## src/rtl/bbd_pkg.sv

```systemverilog
package bbd_pkg;

  // Quarter of the supervisor space, numbered by the two top address bits
  typedef enum logic [1:0] {
    RGN_ROM_FIX = 2'd0,
    RGN_ROM_WIN = 2'd1,
    RGN_RAM_FIX = 2'd2,
    RGN_RAM_WIN = 2'd3
  } region_e;

  typedef struct packed {
    logic rom;
    logic ram;
    logic xs;
    logic usr;
  } sel_t;

  function automatic region_e region_of(input logic [1:0] top2);
    return region_e'(top2);
  endfunction

  // Page index: fixed page is 0, banked pages follow from 1 (bank widths up to 7)
  function automatic logic [7:0] page_index(input logic banked, input logic [7:0] bank);
    return banked ? (bank + 8'd1) : 8'd0;
  endfunction

endpackage

```

## src/rtl/bbd_bank_regs.sv

```systemverilog
module bbd_bank_regs #(
  parameter int ROM_W  = 3,
  parameter int RAM_W  = 4,
  parameter int DATA_W = 4
) (
  input  logic              clk,
  input  logic              rst_n,
  input  logic              wr,
  input  logic              wsel,
  input  logic [DATA_W-1:0] wdata,
  output logic [ROM_W-1:0]  rom_bank,
  output logic [RAM_W-1:0]  ram_bank
);

  logic rom_load, ram_load;
  assign rom_load = wr & ~wsel;
  assign ram_load = wr & wsel;

  always_ff @(posedge clk or negedge rst_n) begin
    if (!rst_n) begin
      rom_bank <= '0;
      ram_bank <= '0;
    end else begin
      if (rom_load) rom_bank <= wdata[ROM_W-1:0];
      if (ram_load) ram_bank <= wdata[RAM_W-1:0];
    end
  end


  reset_clear_chk: assert property (@(posedge clk) disable iff (!rst_n)
    $rose(rst_n) |-> (rom_bank == '0 && ram_bank == '0));


  rom_load_chk: assert property (@(posedge clk) disable iff (!rst_n)
    ($past(wr) && !$past(wsel)) |-> (rom_bank == $past(wdata[ROM_W-1:0]) && $stable(ram_bank)));


  ram_load_chk: assert property (@(posedge clk) disable iff (!rst_n)
    ($past(wr) && $past(wsel)) |-> (ram_bank == $past(wdata[RAM_W-1:0]) && $stable(rom_bank)));


  bank_hold_chk: assert property (@(posedge clk) disable iff (!rst_n)
    !$past(wr) |-> ($stable(rom_bank) && $stable(ram_bank)));

endmodule

```

## src/rtl/bbd_addr_decode.sv

```systemverilog
module bbd_addr_decode
  import bbd_pkg::*;
#(
  parameter int ADDR_W = 16
) (
  input  logic              clk,
  input  logic              rst_n,
  input  logic              mem_req,
  input  logic              map_sel,
  input  logic              xs_qual,
  input  logic [ADDR_W-1:0] addr,
  output sel_t              sel,
  output logic              banked
);

  region_e rgn;
  logic    in_sup;
  logic    xs_hit;
  logic    rom_rgn;

  assign rgn     = region_of(addr[ADDR_W-1 -: 2]);
  assign in_sup  = mem_req & ~map_sel;
  assign rom_rgn = (rgn == RGN_ROM_FIX) || (rgn == RGN_ROM_WIN);
  assign xs_hit  = in_sup & xs_qual & (rgn == RGN_ROM_FIX);
  assign banked  = (rgn == RGN_ROM_WIN) || (rgn == RGN_RAM_WIN);

  always_comb begin
    sel     = '0;
    sel.usr = mem_req & map_sel;
    sel.xs  = xs_hit;
    sel.rom = in_sup & ~xs_hit & rom_rgn;
    sel.ram = in_sup & ~rom_rgn;
  end


  one_select_chk: assert property (@(posedge clk) disable iff (!rst_n)
    mem_req |-> $onehot(sel));


  idle_quiet_chk: assert property (@(posedge clk) disable iff (!rst_n)
    !mem_req |-> (sel == '0));


  xs_place_chk: assert property (@(posedge clk) disable iff (!rst_n)
    sel.xs |-> (addr[ADDR_W-1 -: 2] == 2'b00 && xs_qual && !map_sel && !sel.rom));

endmodule

```

## src/rtl/bbd_page_map.sv

```systemverilog
module bbd_page_map
  import bbd_pkg::*;
#(
  parameter int BANK_W = 3,
  localparam int PAGE_W = BANK_W + 1
) (
  input  logic              cs,
  input  logic              banked,
  input  logic [BANK_W-1:0] bank,
  output logic [PAGE_W-1:0] page
);

  logic [7:0] idx;

  assign idx  = page_index(banked, 8'(bank));
  assign page = cs ? idx[PAGE_W-1:0] : '0;

endmodule

```

## src/rtl/boot_bank_decoder.sv

```systemverilog
module boot_bank_decoder
  import bbd_pkg::*;
#(
  parameter int ADDR_W     = 16,
  parameter int ROM_BANK_W = 3,
  parameter int RAM_BANK_W = 4,
  parameter int DATA_W     = 4
) (
  input  logic                  clk,
  input  logic                  rst_n,
  input  logic                  mem_req,
  input  logic                  map_sel,
  input  logic                  xs_qual,
  input  logic [ADDR_W-1:0]     addr,
  input  logic                  bank_wr,
  input  logic                  bank_wsel,
  input  logic [DATA_W-1:0]     bank_wdata,
  output logic                  rom_cs,
  output logic                  ram_cs,
  output logic                  xstore_cs,
  output logic                  user_map_en,
  output logic [ROM_BANK_W:0]   rom_page,
  output logic [RAM_BANK_W:0]   ram_page
);

  localparam int ROM_PAGE_W = ROM_BANK_W + 1;
  localparam int RAM_PAGE_W = RAM_BANK_W + 1;

  sel_t                  sel;
  logic                  banked;
  logic [ROM_BANK_W-1:0] rom_bank;
  logic [RAM_BANK_W-1:0] ram_bank;

  bbd_bank_regs #(.ROM_W(ROM_BANK_W), .RAM_W(RAM_BANK_W), .DATA_W(DATA_W)) regs_i (
    .clk(clk), .rst_n(rst_n), .wr(bank_wr), .wsel(bank_wsel), .wdata(bank_wdata),
    .rom_bank(rom_bank), .ram_bank(ram_bank)
  );

  bbd_addr_decode #(.ADDR_W(ADDR_W)) dec_i (
    .clk(clk), .rst_n(rst_n), .mem_req(mem_req), .map_sel(map_sel),
    .xs_qual(xs_qual), .addr(addr), .sel(sel), .banked(banked)
  );

  // One page mapper per memory type
  for (genvar g = 0; g < 2; g++) begin : g_map
    if (g == 0) begin : g_rom
      bbd_page_map #(.BANK_W(ROM_BANK_W)) pm_i (
        .cs(sel.rom), .banked(banked), .bank(rom_bank), .page(rom_page)
      );
    end else begin : g_ram
      bbd_page_map #(.BANK_W(RAM_BANK_W)) pm_i (
        .cs(sel.ram), .banked(banked), .bank(ram_bank), .page(ram_page)
      );
    end
  end

  assign rom_cs      = sel.rom;
  assign ram_cs      = sel.ram;
  assign xstore_cs   = sel.xs;
  assign user_map_en = sel.usr;


  user_route_chk: assert property (@(posedge clk) disable iff (!rst_n)
    (mem_req && map_sel) |-> (user_map_en && !rom_cs && !ram_cs && !xstore_cs));


  page_idle_chk: assert property (@(posedge clk) disable iff (!rst_n)
    ((!rom_cs -> rom_page == '0) && (!ram_cs -> ram_page == '0)));


  rom_window_chk: assert property (@(posedge clk) disable iff (!rst_n)
    (rom_cs && addr[ADDR_W-1 -: 2] == 2'b01) |-> (rom_page == ROM_PAGE_W'(rom_bank) + 1'b1));


  ram_window_chk: assert property (@(posedge clk) disable iff (!rst_n)
    (ram_cs && addr[ADDR_W-1 -: 2] == 2'b11) |-> (ram_page == RAM_PAGE_W'(ram_bank) + 1'b1));

endmodule

```

## config.mk

```make
export PLATFORM = sky130hd
export DESIGN_NAME = boot_bank_decoder
export DESIGN_NICKNAME = d
export VERILOG_FILES = /design/src/rtl/bbd_pkg.sv /design/src/rtl/bbd_bank_regs.sv /design/src/rtl/bbd_addr_decode.sv /design/src/rtl/bbd_page_map.sv /design/src/rtl/boot_bank_decoder.sv
export SDC_FILE = /design/constraint.sdc
export NUM_CORES = 1
export LEC_CHECK = 0
export ABC_AREA = 0
export BUFFER_PORTS_ARGS = -buffer_cell sky130_fd_sc_hd__buf_4
export CORE_UTILIZATION = 36
export CTS_CLUSTER_SIZE = 24
export DETAILED_ROUTE_END_ITERATION = 8
export GPL_TIMING_DRIVEN = 0
export PLACE_DENSITY = 0.75
export SETUP_SLACK_MARGIN = 0.1
export SLEW_MARGIN = 5
export SYNTH_ARGS = -nofsm -noshare
export SYNTH_HDL_FRONTEND = slang
export SYNTH_HIERARCHICAL = 1
export SYNTH_SLANG_ARGS = --single-unit
```

## constraint.sdc

```tcl
create_clock -name clk -period 1.5 [get_ports clk]
set_clock_uncertainty 0.2 [all_clocks]
set_input_delay 0.3 -clock clk [delete_from_list [all_inputs] [get_ports clk]]
set_output_delay 0.3 -clock clk [all_outputs]
set_load 0.005 [all_outputs]
```

==> results of run 1 <==
timing repair:
action | 4_1_cts | 5_1_grt
hold buffers | 1 | 0
gates resized for setup | 8 | 10
cloned | 0 | 0
setup buffers | 8 | 1
pin swaps | 8 | 4
setup endpoints to repair | 11 | 12
hold endpoints to repair | 7 | 0
per-layer routing:
metal / wire length (microns) / global-route usage (%) / part of all wire [%] / vias up
met5: 0 / 0 / 0 / -
met4: 10 / 13.4 / 0.80 / 0
met3: 73 / 4.07 / 5.8 / 2
met2: 705 / 37.3 / 56 / 20
met1: 462 / 21.1 / 37 / 215
li1: - / - / - / 232
kinds of logic after synthesis:
kind of cell               after synthesis  share of synthesized area (%)
DFF                                      7                           37.2
muxes                                    8                           22.1
and+or+nand+nor                         21                           27.4
xor gates and xnor gates                 2                           3.72
buffers and inverters                    3                           3.19
AOI/OAI and AO/OA                        1                           1.06
adders and majority gates                2                           5.32
synthesized netlist by cell type, drive strengths merged, types with 2 or more instances:
library cell | n | area [sq um]
nand3 | 4 | 20.0
nor2 | 6 | 22.5
mux2 | 7 | 93.8
ha | 2 | 25.0
dfrtp | 7 | 175
xnor2 | 2 | 17.5
and3 | 2 | 12.5
nand2 | 3 | 13.8
through the flow:
step / setup TNS (ns) / worst slack, ns / hold slack, ns / area [sq um]
2_1_floorplan: -0.155 / -0.0434 / -0.196 / 489
3_3_place_gp: -1.39 / -0.275 / -0.0858 / 694
3_5_place_dp: -1.55 / -0.295 / -0.0823 / 694
4_1_cts: -2.20 / -0.274 / 0.0785 / 821
5_1_grt: -2.89 / -0.327 / 0.0802 / 862
6_report: -2.31 / -0.273 / 0.0903 / 862
final cells by class:
type	count	area (sq um)
buffer	2	11.3
clock buffer	4	26.3
fill	84	294
inverter	1	3.75
multi-input combinational	34	337
sequential	7	175
tap	14	17.5
timing repair buffer	34	292
sequential cells by signal (all words and copies together), names as in the netlist:
| register | count |
|---|---|
| regs_i/rom_bank | 3 |
| regs_i/ram_bank | 4 |
critical path, cell delays in order:
cell and delay, ns:
buf_6 0.09, or3b_4 0.41, a21oi_4 0.15, nand2_2 0.10, nor2_2 0.10, buf_4 0.11
worst paths after layout:
kind | start | endpoint | slack, ns | cells after the start
min in group asynchronous | rst_n | regs_i/ram_bank[0]$_DFFE_PN0P_ | 0.20 | 2
min reg2reg | regs_i/rom_bank[1]$_DFFE_PN0P_ | regs_i/rom_bank[1]$_DFFE_PN0P_ | 0.35 | 1
max | addr[15] | rom_page[3] | -0.27 | 6
min | bank_wdata[3] | regs_i/ram_bank[3]$_DFFE_PN0P_ | 0.09 | 2
max in group asynchronous | rst_n | regs_i/ram_bank[1]$_DFFE_PN0P_ | 0.77 | 2
max reg2reg | regs_i/ram_bank[0]$_DFFE_PN0P_ | regs_i/ram_bank[0]$_DFFE_PN0P_ | 0.26 | 3
power breakdown:
group	leakage, nW	internal [mW]	switching, mW	total (mW)
clock	0.0150	0.101	0.0616	0.163
sequential	0.0821	0.217	0.0327	0.250
combinational	0.330	0.148	0.0781	0.226
total	0.427	0.466	0.172	0.639
==> metrics.txt, run 1 <==
status finished with violations; failing checks setup timing; TritonCTS Buffers 3; Relative slew margins a little over four fifths; register area share after synthesis between 30% and 40%; element type at the critical path end primary output; Async S/R FF share, synth 100%; post-route insts no fill between 90 and 100; commonest non-fill, non-tap cell in the layout buf_4; Final Max Slew Viols 0; Netlist cell types 21; Final min period ~1.8 ns; Max FO, Critical Path 3; Final Hold Vio Count 0; VDD IR max roughly 500 uV; crit path kind input port to primary output; fmax 564 MHz; clock buffer depth 2; grt total ovfl 0; Design Power 0.639 mW; Synth Cell Area roughly 470 sq um; crit path launch type input port; Slew @ Worst Pin 0.228 ns; Die W between 30 and 40 microns; Max-cap violations 0; num ports 40; commonest cells after routing, fill and taps aside 25 x buf_4, 9 x buf_6, 7 x dfrtp_1; PD cells between 700 and 800 nW/um^2; die area about 1500 sq um; global placement routability congestion between 0.6 and 0.7; Pre-antenna DRT Iters 1; static leakage roughly 0.43 nW; H-tree lvl count 1; crit path DAT ~1.3 ns; Mapped Cells 44; EDFF count, synth 0; first-pass GRT wire length roughly 1900 microns; Routed WL per cell 13.0 microns; Die Y-Extent about 38 microns; Vias/cell ~5; DRC viols 0; vias in the first global route 457; starting density of the core about 40%; initial antenna violation count 0; syn_nets 73; DR vias 469; Tot GR Track Use about a fifth; # setup viols final 11; utilization after layout around 75%; core area between 1000 and 1500 sq um; Post-DRT Antenna Nets 0; CTS tree built; Final #Nets ~110; yosys synthesis warning count 6; fin crit share 118%; placed cells 83; WP data required 1.00 ns; I/O Buffers 25; Worst Hold Class input port to flop; prevailing post-synth register cell dfrtp_1; DRC marker count from the first detailed-route iteration 0; largest net degree at the start of global routing 8; Avg Cell Area, Syn about 11 sq um; RSZ-0062 raised after global routing yes; final setup margin -0.273 ns; clock slew seen by the registers of the worst setup and hold paths ~0.050 ns; Worst-Skew Late Latency 0.24 ns; Total Wirelength 1250 microns; diodes inserted 0; Yosys reg bits 7; Area growth syn-to-layout 83.2%; share of layout cells above drive strength 1 73.2%; # rows 12; Root Buffer Master clkbuf_4; # clock sinks 7
(Power assumes the default switching activity.)
==> run 2, diff against run 1 <==
Settings changed: CORE_UTILIZATION 36 to 32, PLACE_DENSITY 0.75 to 0.71.
Clock period 1.5 ns to 1.6 ns, I/O delays scaled along.
==> run 2 against run 1 <==
Against the previous run:
- the run still ends with setup timing left
- via count shrank 4.5%
- critical path depth unchanged
- wire length is 5.2% lower
- count of clock-buffer cells in the layout did not move
- non-clock buffer count is 3 lower
- flip-flop and latch count is the same
- worst hold slack improved by 0.0082 ns
- global-route usage fell by 5.3 points
- utilization is 12 points lower
- sequential power is 4% lower
- first-iteration DRC count up 2
- register-to-register slack got worse by 0.02 ns
- highest routed layer is now met3
==> metrics.txt, run 2 (synthesis gave the netlist of run 1 again) <==
failing checks setup timing; utilization after layout 62.6% (-12 points); hold slack 0.0985 ns (+0.00819 ns); fmax 550 MHz; static leakage 0.408 nW (-4.6%); flop-to-flop setup slack 0.24 ns (-0.02 ns); Max-cap violations 0 (unchanged); clock slew seen by the registers of the worst setup and hold paths 0.05 ns (about the same); fillers 111 (+32%); H-tree lvl count 1 (unchanged); crit-path cells buf_6, or3b_4, a21oi_4, nand2_2, nor2_1, buf_4; # rows 13 (+1); first-pass GRT wire length 1530 microns (-21%); VDD IR max 619 uV (+23%); Slew @ Worst Pin 0.273 ns (+0.0453 ns); crit path DAT 1.30 ns (+0.03 ns); DRC marker count from the first detailed-route iteration 2 (+2); final setup margin -0.217 ns (+0.0555 ns); commonest non-fill, non-tap cell in the layout buf_4; commonest cells after routing, fill and taps aside 26 x buf_4, 6 x dfrtp_1, 5 x buf_6; DRC viols 0 (unchanged); crit path kind input port to primary output; clock buffer depth 2 (unchanged); crit path launch type input port; Final Max Slew Viols 0 (unchanged); num ports 40 (unchanged); DR vias 448 (-4.5%); RSZ-0062 raised after global routing yes; WP data required 1.08 ns (+0.08 ns); Tot GR Track Use 15.3% (-5.3 points); Worst Hold Class input port to flop; Die W 40.3 microns (+5.7%); Hold Path Stages 2 (unchanged); Largest regs regs_i/ram_bank x4, regs_i/rom_bank x3; Largest register FFs 4 (unchanged); Post-DRT Antenna Nets 0 (unchanged); Routed WL per cell 12.6 microns (-3.2%); Relative slew margins 81.8% (-3.0 points); fin crit share 114%; Total Wirelength 1190 microns (-5.2%); share of layout cells above drive strength 1 70.9% (-2.3 points); global placement routability congestion 0.668 (+3.3%); delay of the slowest cell on the worst path 0.42 ns (about the same); Area growth syn-to-layout 77.4%; Max FO, Critical Path 3 (unchanged); placed cells 84 (+1.2%); Vias/cell 4.77 (-2.4%); Worst-Skew Late Latency 0.25 ns (about the same); starting density of the core 35.3% (-5.4 points); largest net degree at the start of global routing 8 (unchanged); diodes inserted 0 (unchanged); grt total ovfl 0 (unchanged); Final Hold Vio Count 0 (unchanged); Largest Register regs_i/ram_bank; Root Buffer Master clkbuf_4; die area 1630 sq um (+12%); # clock sinks 7 (unchanged); R2R cell count 4 (+1); Pre-antenna DRT Iters 4 (+3); Die Y-Extent 40.3 microns (+5.7%); # setup viols final 11 (unchanged); status finished with violations; CTS tree built; element type at the critical path end primary output; Final #Nets 109 (-2.7%); post-route insts no fill 94 (-2.1%); vias in the first global route 392 (-14%); core area 1330 sq um (+15%); post-DP HPWL 860 microns; Slowest-stage cell, CP or3b_4; PD cells 717 nW/um^2 (-3.2%); initial antenna violation count 0 (unchanged); TritonCTS Buffers 3 (unchanged); I/O Buffers 25 (unchanged); Final min period ~1.8 ns
run 2: where the power goes:
| group | leakage, nW | total (mW) | internal (mW) | switching, mW |
|---|---|---|---|---|
| logic | 0.312 | 0.200 | 0.133 | 0.0677 |
| registers | 0.0811 | 0.241 | 0.205 | 0.0361 |
| clock network | 0.0150 | 0.158 | 0.0950 | 0.0626 |
run 2: final cells by class:
type	count	area, sq um	area share, %
plain buffers	2	11.3	1.35
clock buffers	4	26.3	3.15
inverters	1	3.75	0.450
multi-input cells	34	344	41.2
flip-flops and latches	7	176	21.1
well taps	15	18.8	2.25
repair buffers	31	254	30.4
run 2: what timing repair did:
action | in CTS | in global routing
cloned | 0 | 0
setup endpoints to repair | 11 | 11
pin swaps | 6 | 3
buffers inserted | 5 | 0
endpoints found under the hold margin | 7 | 0
hold buffers | 1 | 0
resized for setup | 8 | 6
run 2: stage by stage:
stage               power, mW  TNS [ns]  instance area [sq um]  setup slack (ns)
finish                  0.599     -1.46                    835            -0.217
global route            0.646     -1.96                    835            -0.249
CTS                     0.588     -1.39                    807            -0.228
detailed placement      0.376     -1.05                    696            -0.228
global placement        0.370    -0.990                    696            -0.215
floorplan               0.313         0                    489            0.0166
run 2: worst max-delay path, delay by kind of cell:
kind / cells / cell delay (ns)
AOI/OAI and AO/OA: 1 / 0.16
and+or+nand+nor: 3 / 0.62
buffers and inverters: 2 / 0.21
run 2: path summary, 6_finish.rpt:
kind / to / startpoint
worst max register to register: regs_i/ram_bank[0]$_DFFE_PN0P_ / regs_i/ram_bank[0]$_DFFE_PN0P_
worst max-delay path: rom_page[2] / map_sel
worst min-delay path: regs_i/ram_bank[3]$_DFFE_PN0P_ / bank_wdata[3]
worst min register to register: regs_i/rom_bank[1]$_DFFE_PN0P_ / regs_i/rom_bank[1]$_DFFE_PN0P_
min in group asynchronous: regs_i/ram_bank[2]$_DFFE_PN0P_ / rst_n
max in group asynchronous: regs_i/ram_bank[1]$_DFFE_PN0P_ / rst_n
run 2: per-layer routing:
metal	track usage (%)	part of all wire (%)	wire length [microns]	up-vias
met5	0	0	0	-
met4	7.50	0	0	0
met3	8.33	5.2	62	0
met2	26.6	56	670	11
met1	14.3	38	453	213
li1	-	-	-	224
